==> config.mk <==
export PLATFORM = sky130hd
export DESIGN_NAME = result_serial_port
export DESIGN_NICKNAME = d
export VERILOG_FILES = /design/src/rtl/rsp_pkg.sv /design/src/rtl/rsp_edge_sync.sv /design/src/rtl/rsp_update_timer.sv /design/src/rtl/rsp_shift_engine.sv /design/src/rtl/result_serial_port.sv
export SDC_FILE = /design/constraint.sdc
export NUM_CORES = 1
export LEC_CHECK = 0
export BUFFER_PORTS_ARGS = -buffer_cell sky130_fd_sc_hd__buf_2
export CAP_MARGIN = 30
export CORE_ASPECT_RATIO = 2
export CORE_UTILIZATION = 59
export DETAILED_ROUTE_END_ITERATION = 6
export GPL_TIMING_DRIVEN = 0
export PLACE_DENSITY = 0.76
export SLEW_MARGIN = 20
export SYNTH_ARGS = -nofsm -noshare
export SYNTH_HDL_FRONTEND = slang
export SYNTH_SLANG_ARGS = --single-unit
==> constraint.sdc <==
create_clock -name clk -period 2.1 [get_ports clk]
set_input_delay 0.105 -clock clk [delete_from_list [all_inputs] [get_ports clk]]
set_output_delay 0.105 -clock clk [all_outputs]
set_load 0.02 [all_outputs]
==> src/rtl/rsp_pkg.sv <==
// Shared types for the result serial readout port.
package rsp_pkg;

    // Shift engine state.
    typedef enum logic [1:0] {
        ST_IDLE,   // waiting for a select edge
        ST_SHIFT,  // frame in progress
        ST_TAIL,   // aborted while sclk high: finishing the current bit
        ST_WAIT    // full word sent, waiting for deselect
    } rsp_state_e;

endpackage

==> src/rtl/rsp_edge_sync.sv <==
// Two-flop synchroniser for one asynchronous host line, with a falling-edge
// detector in the master-clock domain.
// Assumes: the line is held for at least two master cycles per level.
module rsp_edge_sync #(
    parameter bit IDLE_VAL = 1'b0
) (
    input  logic clk,
    input  logic rst_n,
    input  logic din,
    output logic level,
    output logic fall
);

    logic meta_q, sync_q, prev_q;

    // Synchronise the line and keep one cycle of history.
    always_ff @(posedge clk) begin
        if (!rst_n) begin
            meta_q <= IDLE_VAL;
            sync_q <= IDLE_VAL;
            prev_q <= IDLE_VAL;
        end else begin
            meta_q <= din;
            sync_q <= meta_q;
            prev_q <= sync_q;
        end
    end

    assign level = sync_q;
    assign fall  = prev_q & ~sync_q;

endmodule

==> src/rtl/rsp_update_timer.sv <==
// Free-running period counter. Marks the update cycle, the cycle before the
// guard window opens, and the window itself (the last BLOCK cycles).
// Assumes: 0 < BLOCK < PERIOD - 1.
module rsp_update_timer #(
    parameter int PERIOD = 1024,
    parameter int BLOCK  = 4
) (
    input  logic clk,
    input  logic rst_n,
    output logic upd,
    output logic win_begin,
    output logic in_win
);

    localparam int CNT_W = $clog2(PERIOD);
    localparam logic [CNT_W-1:0] LAST_C  = CNT_W'(PERIOD - 1);
    localparam logic [CNT_W-1:0] WIN_LO  = CNT_W'(PERIOD - BLOCK);
    localparam logic [CNT_W-1:0] PRE_WIN = CNT_W'(PERIOD - BLOCK - 1);

    logic [CNT_W-1:0] cnt_q;

    // Count master cycles and wrap at the end of each period.
    always_ff @(posedge clk) begin
        if (!rst_n)             cnt_q <= '0;
        else if (cnt_q == LAST_C) cnt_q <= '0;
        else                    cnt_q <= cnt_q + 1'b1;
    end

    assign upd       = (cnt_q == LAST_C);
    assign win_begin = (cnt_q == PRE_WIN);
    assign in_win    = (cnt_q >= WIN_LO);

endmodule

==> src/rtl/rsp_shift_engine.sv <==
// Frame engine. It copies the held word into a shift register on an
// accepted select, moves one bit per falling sclk edge, and handles abort
// and completion. It pulses 'consumed' when a whole frame has gone out and
// no update arrived while it was running.
// Assumes: level/fall inputs come from rsp_edge_sync instances.
module rsp_shift_engine
    import rsp_pkg::*;
#(
    parameter int WORD_W = 20
) (
    input  logic              clk,
    input  logic              rst_n,
    input  logic [WORD_W-1:0] hold_word,
    input  logic              in_win,
    input  logic              upd,
    input  logic              cs_level,
    input  logic              cs_fall,
    input  logic              sclk_level,
    input  logic              sclk_fall,
    output logic              sdata_o,
    output logic              sdata_oe,
    output logic              consumed,
    output rsp_state_e        state
);

    localparam int BC_W = $clog2(WORD_W);
    localparam logic [BC_W-1:0] LAST_BIT = BC_W'(WORD_W - 1);

    logic [WORD_W-1:0] shreg_q;
    logic [BC_W-1:0]   bcnt_q;
    logic              upd_seen_q;

    // Frame sequencing, shifting and output-enable control.
    always_ff @(posedge clk) begin
        if (!rst_n) begin
            state      <= ST_IDLE;
            sdata_oe   <= 1'b0;
            shreg_q    <= '0;
            bcnt_q     <= '0;
            upd_seen_q <= 1'b0;
            consumed   <= 1'b0;
        end else begin
            consumed <= 1'b0;
            case (state)
                ST_IDLE: begin
                    if (cs_fall && !in_win) begin
                        shreg_q    <= hold_word;
                        bcnt_q     <= '0;
                        upd_seen_q <= 1'b0;
                        sdata_oe   <= 1'b1;
                        state      <= ST_SHIFT;
                    end
                end
                ST_SHIFT: begin
                    if (upd) upd_seen_q <= 1'b1;
                    if (cs_level) begin
                        if (sclk_level) begin
                            state <= ST_TAIL;
                        end else begin
                            sdata_oe <= 1'b0;
                            state    <= ST_IDLE;
                        end
                    end else if (sclk_fall) begin
                        if (bcnt_q == LAST_BIT) begin
                            sdata_oe <= 1'b0;
                            consumed <= !(upd_seen_q || upd);
                            state    <= ST_WAIT;
                        end else begin
                            shreg_q <= {shreg_q[WORD_W-2:0], 1'b0};
                            bcnt_q  <= bcnt_q + 1'b1;
                        end
                    end
                end
                ST_TAIL: begin
                    if (!sclk_level) begin
                        sdata_oe <= 1'b0;
                        state    <= ST_IDLE;
                    end
                end
                ST_WAIT: begin
                    if (cs_level) state <= ST_IDLE;
                end
                default: state <= ST_IDLE;
            endcase
        end
    end

    assign sdata_o = shreg_q[WORD_W-1];

endmodule

==> src/rtl/result_serial_port.sv <==
// Top of the result serial readout port. It captures the converter word
// once per period, drives the active-low ready flag, and connects the
// synchronisers, the timer and the shift engine.
// Assumes: clk is the master clock; cs_n and sclk are asynchronous to it.
module result_serial_port #(
    parameter int WORD_W        = 20,
    parameter int UPDATE_PERIOD = 1024,
    parameter int BLOCK_CYCLES  = 4
) (
    input  logic              clk,
    input  logic              rst_n,
    input  logic [WORD_W-1:0] word_in,
    input  logic              cs_n,
    input  logic              sclk,
    output logic              sdata_o,
    output logic              sdata_oe,
    output logic              rdy_n
);

    import rsp_pkg::*;

    logic              upd, win_begin, in_win;
    logic              cs_level, cs_fall, sclk_level, sclk_fall;
    logic              consumed;
    logic [WORD_W-1:0] hold_q;
    rsp_state_e        eng_state;

    rsp_edge_sync #(.IDLE_VAL(1'b1)) i_cs_sync (
        .clk(clk), .rst_n(rst_n), .din(cs_n), .level(cs_level), .fall(cs_fall)
    );

    rsp_edge_sync #(.IDLE_VAL(1'b0)) i_sclk_sync (
        .clk(clk), .rst_n(rst_n), .din(sclk), .level(sclk_level), .fall(sclk_fall)
    );

    rsp_update_timer #(.PERIOD(UPDATE_PERIOD), .BLOCK(BLOCK_CYCLES)) i_timer (
        .clk(clk), .rst_n(rst_n), .upd(upd), .win_begin(win_begin), .in_win(in_win)
    );

    rsp_shift_engine #(.WORD_W(WORD_W)) i_engine (
        .clk(clk), .rst_n(rst_n), .hold_word(hold_q), .in_win(in_win), .upd(upd),
        .cs_level(cs_level), .cs_fall(cs_fall),
        .sclk_level(sclk_level), .sclk_fall(sclk_fall),
        .sdata_o(sdata_o), .sdata_oe(sdata_oe), .consumed(consumed),
        .state(eng_state)
    );

    // Capture the converter result at each update point.
    always_ff @(posedge clk) begin
        if (!rst_n)   hold_q <= '0;
        else if (upd) hold_q <= word_in;
    end

    // Ready flag: set low by an update, high by the window or a consumed frame.
    always_ff @(posedge clk) begin
        if (!rst_n)                     rdy_n <= 1'b1;
        else if (upd)                   rdy_n <= 1'b0;
        else if (win_begin || consumed) rdy_n <= 1'b1;
    end

endmodule

* Yosys cells after proc, flatten, opt, wreduce, memory -nomap -nowiden
Cells that the tools add are included.
Storage, ports and cells: output and inout port bits 3, word-level logic and storage cells 85, bits in registers 67, input bits 24
Operators by class: bitwise gates (word level) 8, reduce and logical (&&, ||, !) cells 15, equality and inequality tests 15, multiplexer cells 29, order comparisons 1, $add $sub $neg 2
Operator list (count):
- two-way mux 20 bit | 4
- one-hot mux 20 bit (2 select lines) | 1
- == test 10 bit, second input constant | 2
- two-way mux 5 bit | 4
- two-way mux 2 bit | 7
- adder 10 x 1 -> 10 bit, second input constant | 1
- greater-or-equal comparator 10 bit, second input constant | 1
- one-hot mux 5 bit (2 select lines) | 1
- AND reduction 5 bit | 2
- two-way mux 1 bit | 9
- inequality test 2 bit, second input constant | 4
- one-hot mux 2 bit (4 select lines) | 1
- inequality test 2 x 1 -> 1 bit, second input constant | 3
- inequality test 3 x 2 -> 1 bit, second input constant | 2
- NOT 1 bit | 6
- adder 5 x 1 -> 5 bit, second input constant | 1
- == test 5 bit, second input constant | 1
- OR reduction 5 bit | 1
- == test 2 bit, second input constant | 2
- AND reduction 4 bit | 1
- nonzero test 2 bit | 2
- one-hot mux 1 bit (3 select lines) | 1
- AND reduction 3 bit | 1
- nonzero test 3 bit | 1
- other kinds (8) | 11

* Logic depth before layout (Yosys ltp)
Gate-level depths: netlist of run 1.
depth in word-level cells 5, gate-level depth with buffers 8, gate-level depth less buffers 7

* Cells and area by module
From an unflattened synthesis of run 1, not the netlist that was laid out.
Second synthesis, totals: cell total of the unflattened synthesis 313, area, all modules 3125.5 um2
By module, submodules not included:
- rsp_shift_engine | cells each 173, area an instance 1640.3 um2, times used 1, seq. area each 600.6 um2
- result_serial_port | cells each 68, area an instance 814.5 um2, times used 1, seq. area each 420.4 um2
- rsp_update_timer | cells each 58, area an instance 496.7 um2, times used 1, seq. area each 200.2 um2
- rsp_edge_sync (i_sclk_sync) | cells each 7, area an instance 88.8 um2, times used 1, seq. area each 60.1 um2
- rsp_edge_sync (i_cs_sync) | cells each 7, area an instance 85.1 um2, times used 1, seq. area each 60.1 um2

* Worst setup path after synthesis of run 1
OpenSTA, ideal clock, no wires.
path kind reg2reg, start register i_engine.state[1], end register i_engine.shreg_q[19], buffers on the path 2, clock period less this slack 1.655 ns, stages on the path, launching flop included 9, library setup time 0.116 ns, arrival 1.539 ns, setup slack 0.445 ns, data required time 1.984 ns, path through dfxtp_1 -> inv_1 -> ha_1 -> clkbuf_8 -> nor2b_1 -> a2bb2oi_4 -> buf_4 -> nand2_1 -> o211a_1
On the way: longest elaborated chain between the ends 3, elaborated cells between the ends (all ways) 9, those cells by class eq/ne: 5; mux: 1; reduce/logical: 3
Ends and longest elaborated chain:
- from (decl) | RTL line rsp_shift_engine.sv:23 | output rsp_state_e state
- from (signal assigned) | RTL line rsp_shift_engine.sv:36 | state <= ST_IDLE;
- from (signal assigned) | RTL line rsp_shift_engine.sv:51 | state <= ST_SHIFT;
- from (signal assigned) | RTL line rsp_shift_engine.sv:58 | state <= ST_TAIL;
- == test 2 x 1 -> 1 bit or zero test 2 bit (tied branches) | RTL line rsp_shift_engine.sv:44 | case (state)
- inequality test 2 x 1 -> 1 bit (no line) (tied with other cells)
- AND reduction 5 bit (no line)
- to (signal assigned) | RTL line rsp_shift_engine.sv:47 | shreg_q <= hold_word;
- to (signal assigned) | RTL line rsp_shift_engine.sv:69 | shreg_q <= {shreg_q[WORD_W-2:0], 1'b0};
- to (decl) | RTL line rsp_shift_engine.sv:29 | logic [WORD_W-1:0] shreg_q;
Parallel ways exist; a longest one is shown, timed or not. A chain may end at the register's enable or synchronous reset.

* Worst setup path after layout of run 1
start register i_engine.state[1], end register i_engine.shreg_q[14]
The elaborated chain is that of the path after synthesis.

==> results of run 1 <==
[kinds of logic after synthesis]
family          after synthesis  share of synthesized area, %
compound gates               64                          18.8
xor+xnor                      7                          2.01
fa+ha+maj                     7                          2.87
buf+inv                      26                          5.00
flops                        67                          43.9
mux                          21                          6.89
simple gates                127                          20.5
[worst register-to-register path: stages (launching register included)]
cell	delay [ns]
dfxtp_1	0.39
inv_1	0.09
ha_1	0.21
clkbuf_8	0.17
nor2b_1	0.26
a2bb2oi_4	0.29
buf_4	0.23
nand2_1	0.08
o211a_1	0.13
[registers in the layout, indices dropped and copies added (netlist names)]
signal	cells
i_timer.cnt_q	10
rdy_n	1
hold_q	20
i_sclk_sync.prev_q	1
i_engine.sdata_oe	1
i_cs_sync.level	1
i_sclk_sync.level	1
i_engine.consumed	1
i_cs_sync.prev_q	1
i_sclk_sync.meta_q	1
i_cs_sync.meta_q	1
i_engine.state	2
i_engine.upd_seen_q	1
i_engine.shreg_q	20
i_engine.bcnt_q	5
[Yosys cell counts, drive strengths merged (2+ instances only)]
master  number  share of area [%]
a21boi      24                5.9
a21oi        2               0.33
and2         9                1.9
and3         5                1.0
and4bb       2               0.94
buf          9                2.3
clkbuf      10                1.9
dfxtp       67                 44
ha           7                2.9
inv          6               0.74
mux2i       21                6.9
nand2       73                9.0
nand2b       3               0.61
nand3        8                1.3
nand4        5                1.4
nand4b       2               0.57
nor2         8                1.2
nor3         6               0.98
o211a       19                6.2
o211ai       2               0.94
o21ai        9                1.5
xor2         6                1.7
[layout make-up]
cell class | count | area [um2]
buffer | 19 | 128
timing repair buffer | 39 | 265
clock inverter | 2 | 10.0
sequential | 67 | 1340
tap | 57 | 71.3
fill | 410 | 1350
inverter | 7 | 26.3
clock buffer | 14 | 163
multi-input combinational | 226 | 1560
[final timing paths]
kind / start / endpoint / slack [ns] / cells past startpoint
worst max-delay path: i_engine.state[1]$_SDFFE_PN0P_ / i_engine.shreg_q[14]$_SDFFE_PN0P_ / 0.15 / 8
worst min-delay path: word_in[18] / hold_q[18]$_SDFFE_PN0N_ / 0.01 / 3
worst max register to register: i_engine.state[1]$_SDFFE_PN0P_ / i_engine.shreg_q[14]$_SDFFE_PN0P_ / 0.15 / 8
worst min register to register: i_cs_sync.meta_q$_SDFF_PN1_ / i_cs_sync.level$_SDFF_PN1_ / 0.42 / 1
[layer usage]
metal | part of all wire (%) | up-vias | routed length, um
met1 | 38 | 1125 | 2430
met5 | 0 | - | 0
met2 | 57 | 31 | 3590
met4 | 2.3 | 0 | 146
met3 | 2.5 | 13 | 157
li1 | - | 1210 | -
[power by group through the flow]
| stage | Sequential (mW) | Clock (mW) | Combinational (mW) |
|---|---|---|---|
| final | 1.41 | 0.957 | 0.505 |
| after global routing | 1.42 | 1.03 | 0.551 |
| after CTS | 1.41 | 0.971 | 0.508 |
| after detailed placement | 1.44 | 0 | 0.486 |
| after global placement | 1.43 | 0 | 0.479 |
| after floorplan | 1.43 | 0 | 0.370 |
[per-stage QoR]
step	cell area, um2	hold slack, ns	setup WS, ns	total power, mW	util, %
2_1_floorplan	3050	0.206	0.445	1.80	-
3_3_place_gp	3250	0.284	0.212	1.91	66.2
3_5_place_dp	3250	0.294	0.176	1.92	66.2
4_1_cts	3560	0.000416	0.149	2.89	72.6
5_1_grt	3560	0.0128	0.00163	3.00	72.6
6_report	3560	0.0113	0.149	2.87	72.6
[repair_timing]
action / 4_1_cts / 5_1_grt
hold endpoints to repair: 13 / 0
endpoints found under the setup margin: 0 / 1
hold buffers: 14 / 0
resized for setup: 0 / 2
==> qor.csv, run 1 <==
metric,value,unit
status,"finished, final reports clean",
Power Density,805,nW/um2
hpwl dp,4490,um
Logic pwr share,17.6,%
"most common cell after layout, fill and taps aside",nand2_1,
Routability Congestion,0.773,
Mapped Area,3050,um2
sequential power share,49.0,%
first-pass GRT wire length,10700,um
Final setup viols,0,
Post-synth EDFFs,0,
hold crit path type,in2reg,
"Worst Path Class, Setup",reg2reg,
MaxCap Viol Count,0,
Final period util,92.9,%
nets,400,
# clock sinks,67,
Int Pwr,2.10,mW
Core Footprint,4910,um2
RSZ-0062 raised after global routing,no,
worst-case clock buffer depth,2,
I/O Buffers,25,
clock latency on the worst-skew pair,0.35,ns
CP max-delay cell,dfxtp_1,
GRT busiest layer,met2,
Critical Path Start Type,flip-flop,
dpl cells,401,
area grow syn2layout,16.7,%
DRC Markers,0,
vias in the first global route,2438,
Worst Path Arrival,2.19,ns
Tmin final,1.95,ns
# IOs,27,
DIE AREA,5480,um2
clk_skew,0.00706,ns
Die Y,104,um
via count,2379,
CP cell instances,inv_1 > ha_1 > clkbuf_8 > nor2b_1 > a2bb2oi_4 > buf_4 > nand2_1 > o211a_1,
met3 usage,5.87,%
H-tree depth,3,
final WL,6330,um
met1 usage in global routing,26.8,%
Yosys cell types,48,
Pleak,1.60,nW
GR Util met2,47.9,%
FMAX,513,MHz
max-slew violation count,0,
crit-path max cell delay,0.39,ns
Overall Global Routing Usage,26.5,%
initial drt markers,53,
CP max FO,10,
CP required,2.34,ns
"flops & latches, synth",67,
clock slew at reported path FFs,0.07,ns
Final Instance Count excl. Fillers,431,
Post-CTS Repair Setup Buffers,0,
Syn Inst Count,319,
grt ovf,0,
syn_area_per_cell,9.57,um2
post-DR wirelength/cell,14.7,um
Antenna diodes,0,
Pre-antenna DRT Iters,4,
CTS tree,yes,
layout cells sized above 1,16.8,%
site row count,36,
Routed Antenna Nets,0,
most frequent cells in the layout,"nand2_1, dfxtp_1, buf_2",
TNS Setup,0,ns
Synth Warn #,0,
Tightest Pin Transition,0.501,ns
Die W,52.9,um
Critical Path Sink Type,flip-flop,
CP bufs+invs,3,
CTS root buf,clkbuf_8,
NetSw,0.772,mW
largest net degree at the start of global routing,11,
Synth async-reset ratio,0,%
Switching Fraction,26.9,%
Clock Power Share,33.3,%
cts bufs inserted,9,
Synth Flop Type,dfxtp_1,
"Seq/Total Area, Yosys",43.9,%
initial antenna violation count,0,
Starting Density,62.2,%
worst vdd ir,0.619,mV
Crit path max-delay family,buffers and inverters,
"Hold Vio Cnt, Final",0,
slew margin rel.,66.6,%
vias per inst,5.52,
synthesized net count,350,
No activity file was read; power rests on OpenSTA's default activity.
==> inputs of run 2 (changes only) <==
==> constraint.sdc (replaced) <==
create_clock -name clk -period 1.9 [get_ports clk]
set_input_delay 0.095 -clock clk [delete_from_list [all_inputs] [get_ports clk]]
set_output_delay 0.095 -clock clk [all_outputs]
set_load 0.02 [all_outputs]
==> run 2 against run 1 <==
Combinational power rose by 15%. Global-route usage rose by 0.83 points. Sequential power is 11% higher. Clock skew decreased by 0.0029 ns. Fmax is 9.5% higher. Setup slack worse by 0.031 ns. First-iteration DRC count is 7.5% lower. Via count up 3.3%. Largest power group unchanged.
==> qor.csv, run 2 (synthesized netlist as in run 1, its figures left out) <==
metric,value,unit,change
status,"finished, final reports clean",,
worst-case clock buffer depth,2,,unchanged
vias in the first global route,2507,,+2.8%
Placement Setup Slack,-0.0236,ns,-0.200 ns
Pre-antenna DRT Iters,4,,unchanged
# IOs,27,,unchanged
max-slew violation count,0,,unchanged
filler instances,387,,-5.6%
CP required,2.15,ns,-0.19 ns
CP max FO,10,,unchanged
post-DR wirelength/cell,15.1,um,+2.6%
slew margin rel.,66.3,%,-0.28 points
DRC Markers,0,,unchanged
hpwl dp,4490,um,unchanged
clk_skew,0.00415,ns,-0.00291 ns
CTS root buf,clkbuf_8,,
Starting Density,62.2,%,unchanged
Overall Global Routing Usage,27.3,%,+0.83 points
Critical Path Start Type,flip-flop,,
Die W,52.9,um,unchanged
"most common cell after layout, fill and taps aside",nand2_1,,
largest net degree at the start of global routing,11,,unchanged
Final setup viols,0,,unchanged
clock latency on the worst-skew pair,0.35,ns,about the same
site row count,36,,unchanged
RSZ-0062 raised after global routing,no,,
worst vdd ir,0.698,mV,+13%
DIE AREA,5480,um2,unchanged
fin util,74.9,%,+2.3 points
dpl cells,401,,unchanged
Top Registers,"hold_q (20), i_engine.shreg_q (20), i_timer.cnt_q (10)",,
area grow syn2layout,20.5,%,
TNS Setup,0,ns,unchanged
nets,409,,+2.3%
first-pass GRT wire length,11000,um,+2.8%
clock slew at reported path FFs,0.07,ns,about the same
Core Footprint,4910,um2,unchanged
# clock sinks,67,,unchanged
Routability Congestion,0.773,,unchanged
fin area,3680,um2,+3.2%
Worst Path Arrival,2.03,ns,-0.16 ns
CTS tree,yes,,
MaxCap Viol Count,0,,unchanged
most frequent cells in the layout,"nand2_1, dfxtp_1, buf_2",,
Antenna diodes,0,,unchanged
FMAX,561,MHz,+9.5%
"Worst Path Class, Setup",reg2reg,,
via count,2458,,+3.3%
Critical Path Sink Type,flip-flop,,
FF-to-FF path depth,7,,-1
cts bufs inserted,9,,unchanged
Final Instance Count excl. Fillers,440,,+2.1%
grt ovf,0,,unchanged
hold crit path type,in2reg,,
H-tree depth,3,,unchanged
I/O Buffers,25,,unchanged
placed inst area,3250,um2,unchanged
vias per inst,5.59,,+1.2%
final WL,6630,um,+4.8%
Power Density,871,nW/um2,+8.1%
"Hold Vio Cnt, Final",0,,unchanged
hold depth,3,,unchanged
Final period util,93.8,%,+0.89 points
initial antenna violation count,0,,unchanged
"Worst Setup Slack, final",0.118,ns,-0.0311 ns
Routed Antenna Nets,0,,unchanged
initial drt markers,49,,-7.5%
Tmin final,1.78,ns,-0.169 ns
Tightest Pin Transition,0.506,ns,+0.00427 ns
Die Y,104,um,unchanged
Pleak,1.65,nW,+3.2%
layout cells sized above 1,18.5,%,+1.7 points
run 2: final timing paths:
kind                                                     start  slack [ns]                           endpoint
worst min register to register     i_cs_sync.meta_q$_SDFF_PN1_        0.44         i_cs_sync.level$_SDFF_PN1_
worst min-delay path                               word_in[16]        0.01            hold_q[16]$_SDFFE_PN0N_
worst max register to register  i_engine.state[0]$_SDFFE_PN0P_        0.12  i_engine.shreg_q[14]$_SDFFE_PN0P_
worst max-delay path            i_engine.state[0]$_SDFFE_PN0P_        0.12  i_engine.shreg_q[14]$_SDFFE_PN0P_
run 2: area by class of cell:
class                   count  area, um2  share of cell area (%)
well taps                  57       71.3                    1.94
inverters                   7       26.3                   0.714
flip-flops and latches     67       1340                    36.5
clock buffers              14        163                    4.42
clock inverters             2       10.0                   0.272
plain buffers              19        139                    3.78
multi-input cells         226       1580                    42.9
repair buffers             48        348                    9.46
run 2: power by group:
group / internal (mW) / switching (mW)
Combinational: 0.295 / 0.287
Clock: 0.542 / 0.524
Sequential: 1.50 / 0.0571
Total: 2.34 / 0.868
run 2: routing by layer:
metal | vias to the layer above | GRT usage [%] | part of all wire [%]
met5 | - | 0 | 0
met4 | 0 | 12.4 | 1.9
met3 | 10 | 5.87 | 2.7
met2 | 36 | 49.7 | 57
met1 | 1184 | 27.5 | 39
li1 | 1228 | - | -
run 2: timing repair:
action | 4_1_cts | 5_1_grt
setup endpoints to repair | 16 | 30
hold endpoints to repair | 19 | 0
resized for setup | 2 | 11
pin swaps | 0 | 2
setup buffers | 0 | 3
hold buffers | 20 | 0
run 2: per-stage QoR:
stage / power (mW) / hold slack (ns)
CTS: 3.20 / 0.000837
global route: 3.33 / 0.00933
detailed placement: 2.12 / 0.284
finish: 3.20 / 0.00999
global placement: 2.11 / 0.274
floorplan: 1.99 / 0.196
run 2: critical path: stages, from the launching register on:
cell and delay (ns):
dfxtp_1 0.40, ha_1 0.21, nand4bb_1 0.20, nor2_4 0.20, a2bb2oi_4 0.28, buf_6 0.19, nand2_1 0.07, o211a_1 0.13
==> inputs of run 3 (changes only) <==
--- a/config.mk
+++ b/config.mk
@@ -11,7 +11,8 @@
 export CORE_UTILIZATION = 59
 export DETAILED_ROUTE_END_ITERATION = 6
 export GPL_TIMING_DRIVEN = 0
-export PLACE_DENSITY = 0.76
+export PLACE_DENSITY_LB_ADDON = 0.25
+export SKIP_LAST_GASP = 1
 export SLEW_MARGIN = 20
 export SYNTH_ARGS = -nofsm -noshare
 export SYNTH_HDL_FRONTEND = slang
==> run 3 against run 2 <==
Critical path depth is 1 higher. First-iteration DRC count is 27% lower. Global-route usage is 0.57 points lower. Highest routed layer unchanged. Fmax is 5.0% lower. Clock skew is 0.00076 ns higher.
==> qor.csv, run 3 (synthesized netlist as in run 1, its figures left out) <==
metric,value,unit,change
"Hold Vio Cnt, Final",0,,unchanged
Pleak,1.66,nW,+0.54%
"most common cell after layout, fill and taps aside",nand2_1,,
CP max FO,10,,unchanged
status,"finished, final reports clean",,
FMAX,533,MHz,-5.0%
Final Instance Count excl. Fillers,442,,+0.45%
Tightest Pin Transition,0.543,ns,+0.0369 ns
Routability Congestion,0.791,,+2.2%
Tmin final,1.88,ns,+0.0933 ns
CP bufs+invs,3,,+2
Crit path max-delay family,buffers and inverters,,
crit-path max cell delay,0.38,ns,-0.02 ns
post-DR wirelength/cell,15.0,um,-0.17%
CP required,2.15,ns,about the same
Top Registers,"hold_q (20), i_engine.shreg_q (20), i_timer.cnt_q (10)",,
vias per inst,5.57,,-0.21%
Power Density,887,nW/um2,+1.8%
"Worst Setup Slack, final",0.0246,ns,-0.0933 ns
largest net degree at the start of global routing,11,,unchanged
filler instances,348,,-10%
Die Y,104,um,unchanged
Worst Path Arrival,2.12,ns,+0.09 ns
Overall Global Routing Usage,26.8,%,-0.57 points
Core Footprint,4910,um2,unchanged
CP max-delay cell,dfxtp_1,,
clk_skew,0.00492,ns,+0.000764 ns
DIE AREA,5480,um2,unchanged
Final period util,98.7,%,+4.9 points
first-pass GRT wire length,10700,um,-2.2%
"Worst Path Class, Setup",reg2reg,,
fin util,75.3,%,+0.41 points
initial antenna violation count,0,,unchanged
Critical Path Start Type,flip-flop,,
DRC Markers,0,,unchanged
H-tree depth,3,,unchanged
RSZ-0062 raised after global routing,yes,,
worst vdd ir,0.770,mV,+10%
nets,411,,+0.49%
worst-case clock buffer depth,2,,unchanged
TNS Setup,0,ns,unchanged
area grow syn2layout,21.1,%,
Critical Path Sink Type,flip-flop,,
Die W,52.9,um,unchanged
cts bufs inserted,9,,unchanged
via count,2464,,+0.24%
CTS tree,yes,,
hpwl dp,4420,um,-1.6%
CTS root buf,clkbuf_8,,
clock latency on the worst-skew pair,0.35,ns,about the same
Antenna diodes,0,,unchanged
hold crit path type,in2reg,,
most frequent cells in the layout,"nand2_1, dfxtp_1, buf_2",,
worst hold slack,0.00712,ns,-0.00286 ns
site row count,36,,unchanged
max-slew violation count,0,,unchanged
Routed Antenna Nets,0,,unchanged
CP cell instances,inv_1 > ha_1 > clkbuf_8 > nor2b_2 > a2bb2oi_4 > buf_4 > nand2_1 > o211a_1,,
Starting Density,62.2,%,unchanged
I/O Buffers,25,,unchanged
# clock sinks,67,,unchanged
clock slew at reported path FFs,0.07,ns,about the same
dpl cells,401,,unchanged
layout cells sized above 1,18.2,%,-0.36 points
Placement Setup Slack,-0.0329,ns,-0.00934 ns
vias in the first global route,2460,,-1.9%
initial drt markers,36,,-27%
Pre-antenna DRT Iters,4,,unchanged
final WL,6650,um,+0.29%
# IOs,27,,unchanged
grt ovf,0,,unchanged
slew margin rel.,63.8,%,-2.5 points
Final setup viols,0,,unchanged
MaxCap Viol Count,0,,unchanged
## run 3: cell types whose count changed in the layout (fill, tap and decap cells not counted), sizes merged
cell,before,now
clkinv,3,2
dlygate4sd3,20,23
## run 3: where the power goes
| group | internal [mW] | switching, mW | leakage [nW] |
|---|---|---|---|
| registers | 1.50 | 0.0551 | 0.545 |
| clock network | 0.616 | 0.522 | 0.0997 |
| logic | 0.294 | 0.294 | 1.02 |
| total | 2.41 | 0.871 | 1.66 |
## run 3: area by class of cell
cell class / instances / area, um2 / share of cell area, %
plain buffers: 19 / 129 / 3.48
clock buffers: 15 / 186 / 5.04
clock inverters: 1 / 5.00 / 0.135
inverters: 7 / 26.3 / 0.710
multi-input cells: 226 / 1570 / 42.4
flip-flops and latches: 67 / 1340 / 36.3
well taps: 57 / 71.3 / 1.93
repair buffers: 50 / 370 / 10.0
## run 3: path summary, 6_finish.rpt
path	to	from	slack, ns	cells past startpoint
setup / recovery	i_engine.shreg_q[16]$_SDFFE_PN0P_	i_engine.state[1]$_SDFFE_PN0P_	0.02	8
hold / removal	hold_q[13]$_SDFFE_PN0N_	word_in[13]	0.007	3
hold reg to reg	i_cs_sync.level$_SDFF_PN1_	i_cs_sync.meta_q$_SDFF_PN1_	0.43	1
setup reg to reg	i_engine.shreg_q[16]$_SDFFE_PN0P_	i_engine.state[1]$_SDFFE_PN0P_	0.02	8
## run 3: repair_timing
action,4_1_cts,5_1_grt
endpoints found under the setup margin,19,37
pin swaps,0,2
hold buffers,23,0
buffers inserted,0,2
resized for setup,2,5
hold endpoints to repair,22,0
## run 3: tightest hold or removal path, cell delays in order
cell and delay (ns):
buf_2 0.09, nand2_1 0.04, a21boi_0 0.08
## run 3: metal layers
metal / GRT usage, % / wire, um / up-vias
met3: 6.17 / 171 / 18
met5: 0 / 0 / -
li1: - / - / 1228
met2: 47.2 / 3610 / 45
met1: 27.5 / 2650 / 1173
met4: 13.7 / 217 / 0
## run 3: stage by stage
stage          cell area [um2]  total power, mW
3_3_place_gp              3250             2.11
2_1_floorplan             3050             1.99
5_1_grt                   3700             3.40
6_report                  3700             3.28
3_5_place_dp              3250             2.12
4_1_cts                   3670             3.29
